==> src/rtl/msi_pkg.sv <==
`timescale 1ns/1ps
package msi_pkg;
    localparam int TASK_W = 4;
    localparam int SYM_W  = 2;

    typedef logic [TASK_W-1:0] task_t;
    typedef logic [SYM_W-1:0]  sym_t;

    localparam task_t TASK_NULL  = task_t'(0);
    localparam task_t TASK_RESET = task_t'(1);

    typedef struct packed {
        logic irq;
        logic bfree;
        logic in_empty;
        logic ovf;
        logic srdy;
        logic spare;
        sym_t sval;
    } status_t;

    localparam int STAT_W = $bits(status_t);

    function automatic logic occupies_buffer(task_t t);
        return (t != TASK_NULL) && (t != TASK_RESET);
    endfunction

    function automatic logic went_high(logic nxt, logic cur);
        return nxt & ~cur;
    endfunction
endpackage

==> src/rtl/msi_mask_gen.sv <==
`timescale 1ns/1ps
module msi_mask_gen
    import msi_pkg::*;
(
    input  logic  clk,
    input  logic  rst,
    input  logic  mode_tx,
    input  logic  mode_psave,
    input  logic  cmd_wr,
    input  task_t cmd_task,
    output logic  reinit_o,
    output logic  mask_o
);
    logic tx_prev_q, ps_prev_q, mask_q;

    assign reinit_o = (cmd_wr && cmd_task == TASK_RESET)
                    || (mode_tx != tx_prev_q)
                    || (mode_psave != ps_prev_q);
    assign mask_o = reinit_o | mask_q;

    always_ff @(posedge clk) begin
        if (rst) begin
            tx_prev_q <= 1'b0;
            ps_prev_q <= 1'b0;
            mask_q    <= 1'b0;
        end else begin
            tx_prev_q <= mode_tx;
            ps_prev_q <= mode_psave;
            mask_q    <= reinit_o;
        end
    end

    assert_mask_tail_R6: assert property (@(posedge clk) disable iff (rst)
        reinit_o |=> mask_o);
endmodule

==> src/rtl/msi_status_regs.sv <==
`timescale 1ns/1ps
module msi_status_regs
    import msi_pkg::*;
(
    input  logic  clk,
    input  logic  rst,
    input  logic  reinit,
    input  logic  cmd_wr,
    input  task_t cmd_task,
    input  logic  core_bfree_set,
    input  logic  core_in_empty,
    input  logic  core_ovf,
    input  logic  core_sym_stb,
    input  sym_t  core_sym_val,
    input  logic  mode_tx,
    input  logic  stat_rd,
    output logic  bfree_o,
    output logic  in_empty_o,
    output logic  ovf_o,
    output logic  srdy_o,
    output sym_t  sval_o,
    output logic  bfree_rise_o,
    output logic  empty_rise_o,
    output logic  ovf_rise_o
);
    logic bfree_q, empty_q, ovf_q, srdy_q;
    sym_t sval_q;
    logic bfree_d, srdy_d;
    sym_t sval_d;

    always_comb begin
        bfree_d = bfree_q;
        if (core_bfree_set || reinit) bfree_d = 1'b1;
        if (cmd_wr && occupies_buffer(cmd_task)) bfree_d = 1'b0;

        srdy_d = srdy_q;
        if (stat_rd)      srdy_d = 1'b0;
        if (core_sym_stb) srdy_d = 1'b1;

        sval_d = sval_q;
        if (core_sym_stb && !mode_tx) sval_d = core_sym_val;
    end

    assign bfree_rise_o = went_high(bfree_d, bfree_q);
    assign empty_rise_o = went_high(core_in_empty, empty_q);
    assign ovf_rise_o   = went_high(core_ovf, ovf_q);

    always_ff @(posedge clk) begin
        if (rst) begin
            bfree_q <= 1'b1;
            empty_q <= 1'b0;
            ovf_q   <= 1'b0;
            srdy_q  <= 1'b0;
            sval_q  <= '0;
        end else begin
            bfree_q <= bfree_d;
            empty_q <= core_in_empty;
            ovf_q   <= core_ovf;
            srdy_q  <= srdy_d;
            sval_q  <= sval_d;
        end
    end

    assign bfree_o    = bfree_q;
    assign in_empty_o = empty_q;
    assign ovf_o      = ovf_q;
    assign srdy_o     = srdy_q;
    assign sval_o     = sval_q;

    assert_task_clears_bfree_R10: assert property (@(posedge clk) disable iff (rst)
        (cmd_wr && occupies_buffer(cmd_task)) |=> !bfree_q);
    assert_rx_symbol_capture_R7: assert property (@(posedge clk) disable iff (rst)
        (core_sym_stb && !mode_tx) |=> (srdy_q && sval_q == $past(core_sym_val)));
endmodule

==> src/rtl/msi_irq_ctrl.sv <==
`timescale 1ns/1ps
module msi_irq_ctrl (
    input  logic clk,
    input  logic rst,
    input  logic mask,
    input  logic bfree_rise,
    input  logic empty_rise,
    input  logic ovf_rise,
    input  logic sym_stb,
    input  logic sym_ien,
    input  logic pin_en,
    input  logic stat_rd,
    output logic irq_o,
    output logic pull_low_o
);
    logic irq_q;
    logic set_req;

    assign set_req = (!mask && (bfree_rise || empty_rise))
                   || ovf_rise
                   || (sym_ien && sym_stb);

    always_ff @(posedge clk) begin
        if (rst)          irq_q <= 1'b0;
        else if (set_req) irq_q <= 1'b1;
        else if (stat_rd) irq_q <= 1'b0;
    end

    assign irq_o      = irq_q;
    assign pull_low_o = pin_en & irq_q;

    assert_ovf_sets_irq_R3: assert property (@(posedge clk) disable iff (rst)
        ovf_rise |=> irq_q);
    assert_symbol_sets_irq_R7: assert property (@(posedge clk) disable iff (rst)
        (sym_stb && sym_ien) |=> irq_q);
    assert_read_clears_R8: assert property (@(posedge clk) disable iff (rst)
        (stat_rd && !ovf_rise && !sym_stb && !bfree_rise && !empty_rise) |=> !irq_q);
endmodule

==> src/rtl/modem_stat_irq.sv <==
`timescale 1ns/1ps
module modem_stat_irq
    import msi_pkg::*;
(
    input  logic       clk,
    input  logic       rst,
    input  logic       mode_tx,
    input  logic       mode_psave,
    input  logic       mode_sym_ien,
    input  logic       mode_pin_en,
    input  logic [1:0] mode_sym,
    input  logic       cmd_wr,
    input  logic [3:0] cmd_task,
    input  logic       core_bfree_set,
    input  logic       core_in_empty,
    input  logic       core_ovf,
    input  logic       core_sym_stb,
    input  logic [1:0] core_sym_val,
    input  logic       stat_rd,
    output logic [7:0] status_o,
    output logic       irq_o,
    output logic       irq_pull_low_o,
    output logic [1:0] tx_sym_o
);
    logic    reinit, mask;
    logic    bfree, in_empty, ovf, srdy;
    sym_t    sval;
    logic    bfree_rise, empty_rise, ovf_rise;
    logic    irq;
    status_t stat;

    msi_mask_gen u_mask (
        .clk(clk), .rst(rst), .mode_tx(mode_tx), .mode_psave(mode_psave),
        .cmd_wr(cmd_wr), .cmd_task(cmd_task), .reinit_o(reinit), .mask_o(mask)
    );

    msi_status_regs u_regs (
        .clk(clk), .rst(rst), .reinit(reinit), .cmd_wr(cmd_wr), .cmd_task(cmd_task),
        .core_bfree_set(core_bfree_set), .core_in_empty(core_in_empty),
        .core_ovf(core_ovf), .core_sym_stb(core_sym_stb), .core_sym_val(core_sym_val),
        .mode_tx(mode_tx), .stat_rd(stat_rd),
        .bfree_o(bfree), .in_empty_o(in_empty), .ovf_o(ovf), .srdy_o(srdy),
        .sval_o(sval), .bfree_rise_o(bfree_rise), .empty_rise_o(empty_rise),
        .ovf_rise_o(ovf_rise)
    );

    msi_irq_ctrl u_irq (
        .clk(clk), .rst(rst), .mask(mask), .bfree_rise(bfree_rise),
        .empty_rise(empty_rise), .ovf_rise(ovf_rise), .sym_stb(core_sym_stb),
        .sym_ien(mode_sym_ien), .pin_en(mode_pin_en), .stat_rd(stat_rd),
        .irq_o(irq), .pull_low_o(irq_pull_low_o)
    );

    always_comb begin
        stat.irq      = irq;
        stat.bfree    = bfree;
        stat.in_empty = in_empty;
        stat.ovf      = ovf;
        stat.srdy     = srdy;
        stat.spare    = 1'b0;
        stat.sval     = sval;
    end

    assign status_o = stat;
    assign irq_o    = irq;
    assign tx_sym_o = mode_tx ? mode_sym : '0;

    assert_pin_needs_flag_R9: assert property (@(posedge clk) disable iff (rst)
        irq_pull_low_o |-> (irq_o && mode_pin_en));
endmodule

==> config.mk <==
export PLATFORM = sky130hd
export DESIGN_NAME = modem_stat_irq
export DESIGN_NICKNAME = d
export VERILOG_FILES = /design/src/rtl/msi_pkg.sv /design/src/rtl/msi_mask_gen.sv /design/src/rtl/msi_status_regs.sv /design/src/rtl/msi_irq_ctrl.sv /design/src/rtl/modem_stat_irq.sv
export SDC_FILE = /design/constraint.sdc
export NUM_CORES = 1
export LEC_CHECK = 0
export CAP_MARGIN = 20
export CORE_AREA = 2 2 39 41
export CTS_CLUSTER_DIAMETER = 30
export DETAILED_ROUTE_END_ITERATION = 6
export DIE_AREA = 0 0 41 43
export DONT_BUFFER_PORTS = 1
export MAX_ROUTING_LAYER = met4
export PLACE_DENSITY = 0.6
export SLEW_MARGIN = 10
export SYNTH_ARGS = -nofsm -noshare
export SYNTH_HDL_FRONTEND = slang
export SYNTH_SLANG_ARGS = --single-unit
==> constraint.sdc <==
create_clock -name clk -period 2.45 [get_ports clk]
set_input_delay 0.1225 -clock clk [delete_from_list [all_inputs] [get_ports clk]]
set_output_delay 0.1225 -clock clk [all_outputs]
set_load 0.02 [all_outputs]
# After elaboration in Yosys (flattened, before gate mapping)
# Cells that the tools add are included.
# word_totals
reg_bits	10
input_bits	20
wordCells	44
# op_classes
bitwise	8
reduce_logical	17
n_mux	6
n_eq_ne	4
# ops
cell	n
1-bit logical AND	6
1-bit logical OR	6
1-bit 2-to-1 mux	5
1-bit bitwise AND	4
4-bit by 1-bit equality test with 1-bit output (second input constant)	1
4-bit by 1-bit != test with 1-bit output (second input constant)	1
2-bit nonzero test	2
4-bit nonzero test	1
1-bit inverter	3
1-bit zero test	2
2-bit 2-to-1 mux	1
1-bit != test	2
1-bit OR	1

# Logic depth before layout (Yosys ltp)
# Gate-level depths: netlist of the first run.
# logic_depth
word_depth	13
mapped_depth	3
ltp_nobuf	3

# Cells and area by module
# Synthesis of the first run repeated with hierarchy kept, for this count alone.
# unflattened
cells_unflattened	50
hier_area_um2	490.5
# modules_own_cells
module	area_each_um2	cells_each	n_inst
msi_status_regs	229.0	23	1
msi_mask_gen	136.4	11	1
msi_irq_ctrl	63.8	7	1
modem_stat_irq	61.3	9	1

# Worst setup path after synthesis of the first run
# Ideal clock, no wire load.
# synth_timing
kind	flip-flop to flip-flop
start	register u_irq.irq_o (netlist name)
end	register u_irq.irq_q (netlist: u_irq.irq_o)
setup_slack_ns	1.353
required_time_ns	2.311
n_path_buf	0
stages_incl_launch_ff	4
arrival_time_ns	0.957
cell_sequence	dfxtp_1 nor2b_1 a2111oi_0 a221oi_1
# synth_rtl
element	line_no	text
to (signal assigned)	msi_irq_ctrl.sv:24	if (rst) irq_q <= 1'b0;
to (signal assigned)	msi_irq_ctrl.sv:25	else if (set_req) irq_q <= 1'b1;
to (signal assigned)	msi_irq_ctrl.sv:26	else if (stat_rd) irq_q <= 1'b0;
to (decl)	msi_irq_ctrl.sv:16	logic irq_q;

# Final worst setup path of the first run
# layout_timing
start	input port rst
end	register u_mask.tx_prev_q
# layout_rtl
element	line_no	text
from (decl)	modem_stat_irq.sv:6	input logic rst,
to (signal assigned)	msi_mask_gen.sv:27	tx_prev_q <= mode_tx;
to (decl)	msi_mask_gen.sv:14	logic tx_prev_q, ps_prev_q, mask_q;
# No word-level cell between the ends.

==> results of run 1 <==
cells by family (layout without fill, tap and decap cells):
logic type                count (synthesis)  count (layout)
DFF                                      10              10
xor gates and xnor gates                  2               2
and+or+nand+nor                          19              19
muxes                                     2               2
AOI/OAI and AO/OA                         9               9
other                                     1               1
buffers and inverters                     9              12
timing repair:
item / CTS / global route
hold buffers: 5 / 1
hold endpoints to repair: 10 / 1
endpoints found under the setup margin: 0 / 0
state kept, by name, indices dropped and copies added (netlist names):
register           cells
u_regs.sval_o          2
u_regs.srdy_o          1
u_mask.mask_q          1
u_regs.bfree_o         1
u_mask.tx_prev_q       1
u_regs.ovf_o           1
u_regs.in_empty_o      1
u_mask.ps_prev_q       1
u_irq.irq_o            1
cell type report:
| type | count | share of cell area |
|---|---|---|
| clock buffers | 4 | 0.0653 |
| inverters | 2 | 0.0135 |
| multi-input cells | 33 | 0.417 |
| flip-flops and latches | 10 | 0.360 |
| well taps | 16 | 0.0360 |
| repair buffers | 6 | 0.108 |
power groups by stage:
stage	logic [mW]	registers [mW]	clock network [mW]
after floorplan	0.0503	0.186	0
after global placement	0.0349	0.194	0
after detailed placement	0.0361	0.194	0
after CTS	0.0448	0.191	0.154
after global routing	0.0501	0.192	0.164
final	0.0460	0.190	0.148
cell usage after synthesis:
master      n  share of area
xnor2_2     1          0.033
xnor2_1     1          0.018
conb_1      1         0.0077
clkbuf_1    1         0.0077
nand3b_1    1          0.015
o31ai_1     1          0.015
a211oi_1    1          0.015
nor2b_1     8           0.10
mux2i_1     2          0.041
nor2_1      5          0.038
a221oi_1    1          0.018
and2_1      3          0.038
a21oi_1     1          0.010
a2111oi_0   1          0.018
buf_4       6          0.092
dfxtp_1    10           0.41
or3_4       1          0.023
o2111ai_1   2          0.036
a21o_1      1          0.015
nand2_1     1         0.0077
inv_1       2          0.015
o211a_1     1          0.021
worst max path at each step:
stage                                   to  cells after the start  slack, ns
after floorplan                u_irq.irq_o                      3       1.35
after global routing      u_mask.tx_prev_q                      3       1.05
after CTS                 u_mask.tx_prev_q                      3       1.07
after global placement         u_irq.irq_o                      3       1.23
final                     u_mask.tx_prev_q                      3       1.08
after detailed placement       u_irq.irq_o                      3       1.20
layer usage:
| metal | GRT usage | up-vias | part of all wire |
|---|---|---|---|
| li1 | - | 179 | - |
| met1 | 0.124 | 171 | 0.42 |
| met2 | 0.169 | 23 | 0.46 |
| met3 | 0.0838 | 0 | 0.11 |
| met4 | 0.0600 | 0 | 0 |
| met5 | - | - | 0 |
metrics by stage:
step,instance area (um^2),std cells,hold WS (ns),util
after floorplan,488,52,0.240,-
after global placement,459,61,0.196,0.332
after detailed placement,459,61,0.197,0.332
after CTS,546,70,0.00132,0.394
after global routing,556,71,0.000140,0.401
final,556,71,0.00882,0.401
==> impl_metrics.py, run 1 <==
metrics = {
    "min_path": {
        "whs_path_depth": 2,
        "worstHoldPathType": "input pin to register",
        "holdPathEnd": "u_regs.sval_o[0]",
        "hold_start": "core_sym_val[0]",
    },
    "placed_design": {
        "pre_cts_slack_ns": 1.20,
        "io_buffers": 0,
        "gp_congestion": 0.573,
    },
    "detailed_routing": {
        "firstDrtPassIters": 4,
        "via_per_inst": 5.25,
        "drtIter0Drc": 5,
        "drc_errors": 0,
        "dr_total_vias": 373,
        "wl_um": 939,
        "ant_nets": 0,
        "route.detailed.wl_per_inst_um": 13.2,
    },
    "worst_setup_path": {
        "crit_top_cell": "dlygate4sd3_1",
        "r2r_start": "u_irq.irq_o",
        "cp.required_ns": 2.61,
        "crit_start": "rst",
        "cpMaxStageDelayCell": "dlygate4sd3_1",
        "cp_data_arrival_time_ns": 1.52,
        "crit_type": "input pin to register",
        "worst-path-max-fanout": 10,
        "worst_setup_path_end_kind": "register",
        "critical_path.top_delay_family": "buffers and inverters",
        "cp_num_buf_inv": 2,
        "max_stage_delay_ns": 0.77,
        "reg2reg_depth": 3,
        "worst_setup_path_start_kind": "input pin",
        "r2r_setup_slack_ns": 1.20,
        "cp_cell_sequence": "dlygate4sd3_1, nor2b_1, dlygate4sd3_1",
        "r2r_end": "u_irq.irq_o",
    },
    "power_and_ir_drop": {
        "clockPowerShare": 0.384,
        "p_sw_uw": 96.5,
        "leakagePower_nw": 0.223,
        "swShare": 0.251,
        "comb_power_share": 0.120,
        "internal_power_uw": 288,
        "seqPwrFrac": 0.496,
        "p_per_area_nw_per_um2": 691,
        "fin_total_pwr_uw": 384,
        "max-vdd-ir-drop_mv": 0.301,
    },
    "job": {
        "drv_cap": 0,
    },
    "floorplanning": {
        "coreArea_um2": 1380,
        "initial_core_util": 0.353,
        "die_area_um2": 1760,
        "fp.dieH_um": 43,
        "row_count": 14,
        "io_pins": 32,
        "die_width_um": 41,
    },
    "clock_network": {
        "cts_sinks": 10,
        "root_buffer": "clkbuf_4",
        "cts_tree": "built",
        "cts_buffers": 3,
        "clk_pin_slew_ns": 0.07,
        "cts_resized": 0,
        "postCtsSetupBuffers": 0,
        "clock_latency_ns": 0.26,
        "clockBufferDepth": 2,
        "htreeDepth": 1,
    },
    "sta": {
        "finalCriticalPeriod_ns": 1.37,
        "setup_tns_ns": 0,
        "fmax_mhz": 732,
        "period_share": 0.557,
        "setup_viol": 0,
        "hold_viol_final": 0,
        "fin_skew_ns": 0.00354,
        "fin_ws_ns": 1.08,
        "maxSlewViolCount": 0,
        "rsz0062_at_grt": "false",
    },
    "logic_synthesis": {
        "synth_cells": 52,
        "ys_seq_elements": 10,
        "synth_top_family_by_area": "simple AND/OR/NAND/NOR gates",
        "synth.area.mux_share": 0.0410,
        "seq_area_frac_synth": 0.410,
        "synth_xor_area_frac": 0.0513,
        "ys_types": 22,
        "synth_warnings": 0,
        "syn_area_per_cell_um2": 9.38,
        "syn-num-nets": 72,
        "synth-adder-area-share": 0,
        "synth_compound_area_frac": 0.149,
        "synth_area_um2": 488,
        "synth-simple-area-share": 0.226,
    },
    "global_routing": {
        "grt_pass1_vias": 341,
        "grt_max_degree": 11,
        "antenna_found_initial": 0,
        "grt_pass1_wl_mm": 1.30,
        "grt_usage": 0.121,
        "grt_overflow": 0,
    },
    "run_status": {
        "outcome": "completed",
    },
    "finish": {
        "nets": 76,
        "multi_input_area_um2": 231,
        "layout_commonest_cell": "dfxtp_1",
        "antenna-diode-count": 0,
        "drive_above_1_share": 0.109,
        "areaGrowthSynthToFinish_pct": 13.8,
        "fillers": 157,
        "regArea_um2": 200,
        "most-common-layout-cells": "10 x dfxtp_1, 8 x nor2b_1, 6 x dlygate4sd3_1",
    },
}
(Power assumes the default switching activity.)
==> run 2, diff against run 1 <==
- clock period: 2.45 -> 1.3 ns (I/O delays scaled with it)
==> run 2 against run 1 <==
- highest routed layer unchanged
- sequential share of layout area decreased by 2.9 points
- flip-flop and latch count unchanged
- clock power increased by 42%
- critical endpoint is now u_regs.srdy_o
- via count increased by 2.7%
- global-route usage increased by 1.4 points
==> impl_metrics.py, run 2 (same netlist as run 1, synthesis figures left out) <==
metrics = {
    "min_path": {
        "whs_path_depth": 2,
        "hold_start": "cmd_wr",
        "worstHoldPathType": "input pin to register",
        "holdPathEnd": "u_regs.bfree_o",
    },
    "sta": {
        "fin_skew_ns": 0.00621,
        "setup_viol": 0,
        "rsz0062_at_grt": "false",
        "maxSlewViolCount": 0,
        "hold_slack_ns": 0.00791,
        "finalCriticalPeriod_ns": 1.23,
        "hold_viol_final": 0,
        "period_share": 0.950,
        "setup_tns_ns": 0,
        "fmax_mhz": 810,
    },
    "power_and_ir_drop": {
        "seqPwrFrac": 0.512,
        "p_sw_uw": 178,
        "comb_power_share": 0.176,
        "max-vdd-ir-drop_mv": 0.526,
        "internal_power_uw": 495,
        "swShare": 0.265,
        "clockPowerShare": 0.312,
        "leakagePower_nw": 0.246,
        "p_per_area_nw_per_um2": 1110,
    },
    "floorplanning": {
        "initial_core_util": 0.353,
        "coreArea_um2": 1380,
        "die_area_um2": 1760,
        "io_pins": 32,
        "row_count": 14,
        "fp.dieH_um": 43,
        "die_width_um": 41,
    },
    "detailed_routing": {
        "ant_nets": 0,
        "drc_errors": 0,
        "dr_total_vias": 383,
        "route.detailed.wl_per_inst_um": 11.8,
        "firstDrtPassIters": 2,
        "wl_um": 910,
        "via_per_inst": 4.97,
        "drtIter0Drc": 3,
    },
    "finish": {
        "finalCoreUtilization": 0.437,
        "antenna-diode-count": 0,
        "most-common-layout-cells": "10 x dlygate4sd3_1, 10 x dfxtp_1, 8 x nor2b_1",
        "drive_above_1_share": 0.131,
        "fillers": 146,
        "largest_reg_flops": 2,
        "fin_area_um2": 604,
        "nets": 83,
        "stdcell_count": 77,
        "areaGrowthSynthToFinish_pct": 23.8,
    },
    "clock_network": {
        "postCtsSetupBuffers": 0,
        "clockBufferDepth": 2,
        "cts_tree": "built",
        "cts_sinks": 10,
        "cts_buffers": 3,
        "root_buffer": "clkbuf_4",
        "htreeDepth": 1,
        "clock_latency_ns": 0.26,
        "clk_pin_slew_ns": 0.07,
    },
    "worst_setup_path": {
        "cp.required_ns": 1.51,
        "reg2reg_depth": 3,
        "crit_type": "register to register",
        "worst_setup_path_end_kind": "register",
        "r2r_end": "u_regs.srdy_o",
        "r2r_start": "u_regs.srdy_o",
        "r2r_setup_slack_ns": 0.07,
        "worst-path-max-fanout": 2,
        "cp_data_arrival_time_ns": 1.44,
        "worst_setup_path_start_kind": "register",
    },
    "global_routing": {
        "grt_max_degree": 11,
        "grt_overflow": 0,
        "grt_pass1_wl_mm": 1.51,
        "antenna_found_initial": 0,
        "grt_usage": 0.135,
        "grt_pass1_vias": 397,
    },
    "placed_design": {
        "placed_area_um2": 482,
        "post-place-cells": 64,
        "gp_congestion": 0.589,
        "io_buffers": 0,
    },
    "job": {
        "drv_cap": 0,
    },
    "run_status": {
        "outcome": "completed",
    },
}
## run 2: cell count changes in the layout (fill, tap and decap cells not counted)
| cell | delta |
|---|---|
| buf_4 | +3 |
| clkbuf_8 | -1 |
| dlygate4sd3_1 | +4 |
## run 2: final cells by class
| class | instances | area, um^2 | share of cell area |
|---|---|---|---|
| flip-flops and latches | 10 | 200 | 0.331 |
| clock buffers | 3 | 22.5 | 0.0373 |
| well taps | 16 | 20.0 | 0.0331 |
| repair buffers | 13 | 123 | 0.203 |
| multi-input cells | 33 | 231 | 0.383 |
| inverters | 2 | 7.51 | 0.0124 |
## run 2: power by group through the flow
stage	combinational, mW	sequential [mW]	clock (mW)
finish	0.119	0.345	0.210
global route	0.132	0.347	0.244
CTS	0.120	0.345	0.222
detailed placement	0.0906	0.352	0
global placement	0.0895	0.352	0
floorplan	0.0948	0.350	0
## run 2: routing by layer
layer | global-route usage | share of wire
met1 | 0.141 | 0.41
met2 | 0.197 | 0.45
met3 | 0.115 | 0.14
met4 | 0.0200 | 0
met5 | - | 0
## run 2: metrics by stage
stage / total power, mW / setup slack, ns
after floorplan: 0.445 / 0.203
after CTS: 0.686 / 0.0680
final: 0.673 / 0.0654
after global routing: 0.722 / 0.0248
after global placement: 0.441 / 0.232
after detailed placement: 0.442 / 0.236
## run 2: worst max path at each step
stage,start,end,slack [ns],cells past startpoint
after global routing,u_regs.srdy_o,u_regs.srdy_o,0.02,3
final,u_regs.srdy_o,u_regs.srdy_o,0.07,3
after detailed placement,u_irq.irq_o,u_irq.irq_o,0.24,3
after floorplan,u_irq.irq_o,u_irq.irq_o,0.20,3
after CTS,u_regs.srdy_o,u_regs.srdy_o,0.07,3
after global placement,u_irq.irq_o,u_irq.irq_o,0.23,3
## run 2: worst max-delay path, cell delays in order, from the launching register on
cell	delay, ns
dfxtp_1	0.44
a21oi_1	0.09
dlygate4sd3_1	0.56
nor2_1	0.08
## run 2: what timing repair did
action,CTS,global route
resized for setup,0,0
endpoints found under the hold margin,10,0
hold buffers,10,0
==> run 3, diff against run 2 <==
- PLACE_DENSITY: 0.6 -> 0.62
- clock period: 1.3 -> 1 ns (I/O delays scaled with it)
==> run 3 against run 2 <==
- worst hold slack improved by 0.031 ns
- global-route usage increased by 0.34 points
- count of clock-buffer cells in the layout grew 1
- fmax up 25%
- combinational power increased by 73%
- die area unchanged
- core utilization up 7.4 points
- critical path depth grew 1
==> impl_metrics.py, run 3 (same netlist as run 1, synthesis figures left out) <==
metrics = {
    "global_routing": {
        "grt_pass1_wl_mm": 1.55,
        "grt_overflow": 0,
        "grt_pass1_vias": 412,
        "grt_max_degree": 11,
        "antenna_found_initial": 0,
        "grt_usage": 0.139,
    },
    "job": {
        "drv_cap": 0,
    },
    "sta": {
        "setup_viol": 0,
        "maxSlewViolCount": 0,
        "setup_tns_ns": 0,
        "hold_slack_ns": 0.0391,
        "fin_ws_ns": 0.0108,
        "rsz0062_at_grt": "true",
        "fin_skew_ns": 0.00264,
        "finalCriticalPeriod_ns": 0.989,
        "fmax_mhz": 1010,
        "period_share": 0.989,
        "hold_viol_final": 0,
    },
    "clock_network": {
        "root_buffer": "clkbuf_4",
        "htreeDepth": 1,
        "cts_tree": "built",
        "cts_sinks": 10,
        "cts_buffers": 3,
        "clk_pin_slew_ns": 0.07,
        "postCtsSetupBuffers": 0,
        "clockBufferDepth": 2,
        "clock_latency_ns": 0.27,
    },
    "power_and_ir_drop": {
        "leakagePower_nw": 0.303,
        "comb_power_share": 0.203,
        "p_per_area_nw_per_um2": 1440,
        "p_sw_uw": 255,
        "swShare": 0.251,
        "clockPowerShare": 0.364,
        "max-vdd-ir-drop_mv": 0.919,
        "internal_power_uw": 760,
        "seqPwrFrac": 0.433,
    },
    "worst_setup_path": {
        "worst_setup_path_end_kind": "register",
        "crit_type": "register to register",
        "cp_data_arrival_time_ns": 1.16,
        "cp.required_ns": 1.17,
        "worst-path-max-fanout": 2,
        "worst_setup_path_start_kind": "register",
    },
    "detailed_routing": {
        "ant_nets": 0,
        "dr_total_vias": 424,
        "drc_errors": 0,
        "via_per_inst": 4.93,
        "drtIter0Drc": 10,
        "route.detailed.wl_per_inst_um": 11.8,
        "wl_mm": 1.01,
        "firstDrtPassIters": 4,
    },
    "floorplanning": {
        "die_width_um": 41,
        "initial_core_util": 0.353,
        "coreArea_um2": 1380,
        "io_pins": 32,
        "fp.dieH_um": 43,
        "die_area_um2": 1760,
        "row_count": 14,
    },
    "finish": {
        "finalCoreUtilization": 0.511,
        "drive_above_1_share": 0.300,
        "nets": 91,
        "most-common-layout-cells": "11 x dlygate4sd3_1, 9 x buf_4, 8 x nor2b_1, 8 x dfxtp_1, 5 x nor2_1",
        "largest_reg_flops": 2,
        "areaGrowthSynthToFinish_pct": 44.9,
        "layout_commonest_cell": "dlygate4sd3_1",
        "antenna-diode-count": 0,
    },
    "placed_design": {
        "io_buffers": 0,
        "gp_congestion": 0.630,
        "pre_cts_slack_ns": -0.0590,
        "dpl.hpwl_um": 710,
    },
    "min_path": {
        "worstHoldPathType": "input pin to register",
    },
    "run_status": {
        "outcome": "completed",
    },
}
==> run 3: cell count changes in the layout (fill, tap and decap cells not counted), sizes merged <==
cell / before / now
clkbuf: 3 / 4
buf: 3 / 10
dlygate4sd3: 10 / 11
==> run 3: through the flow <==
stage          area, um^2  instances  power (mW)
3_5_place_dp          536         71       0.599
4_1_cts               702         86        1.02
3_3_place_gp          536         71       0.596
2_1_floorplan         489         52       0.579
5_1_grt               707         86        1.06
6_report              707         86        1.01
==> run 3: power groups by stage <==
| stage | registers [mW] | clock network [mW] | logic, mW |
|---|---|---|---|
| floorplan | 0.456 | 0 | 0.123 |
| global placement | 0.445 | 0 | 0.151 |
| detailed placement | 0.446 | 0 | 0.152 |
| CTS | 0.439 | 0.380 | 0.203 |
| global route | 0.443 | 0.396 | 0.222 |
| finish | 0.440 | 0.369 | 0.206 |
==> run 3: routing by layer <==
layer,global-route usage,wire length [um]
met5,-,0
met1,0.135,394
met3,0.0419,109
met2,0.219,480
met4,0.100,31
==> run 3: critical path, cell delays in order (launching register included) <==
cell	delay, ns
dfxtp_1	0.31
nor2b_1	0.17
buf_4	0.14
a211oi_1	0.04
a221oi_1	0.24
==> run 3: final timing paths <==
path	start	cells after the start	slack (ns)	to
max	u_regs.ovf_o	4	0.01	u_irq.irq_o
min	core_bfree_set	3	0.04	u_regs.bfree_o
max reg2reg	u_regs.ovf_o	4	0.01	u_irq.irq_o
min reg2reg	u_regs.srdy_o	2	0.49	u_regs.srdy_o
==> run 3: area by class of cell <==
type,count,area [um^2]
flip-flops and latches,10,203
repair buffers,21,193
well taps,16,20.0
fillers,135,677
multi-input cells,33,248
clock buffers,4,36.3
inverters,2,7.51
==> run 3: what timing repair did <==
| item | in CTS | in global routing |
|---|---|---|
| endpoints found under the setup margin | 2 | 2 |
| gates resized for setup | 6 | 2 |
| endpoints found under the hold margin | 10 | 0 |
| hold buffers | 11 | 0 |
| cloned | 0 | 0 |
| pin swaps | 2 | 1 |
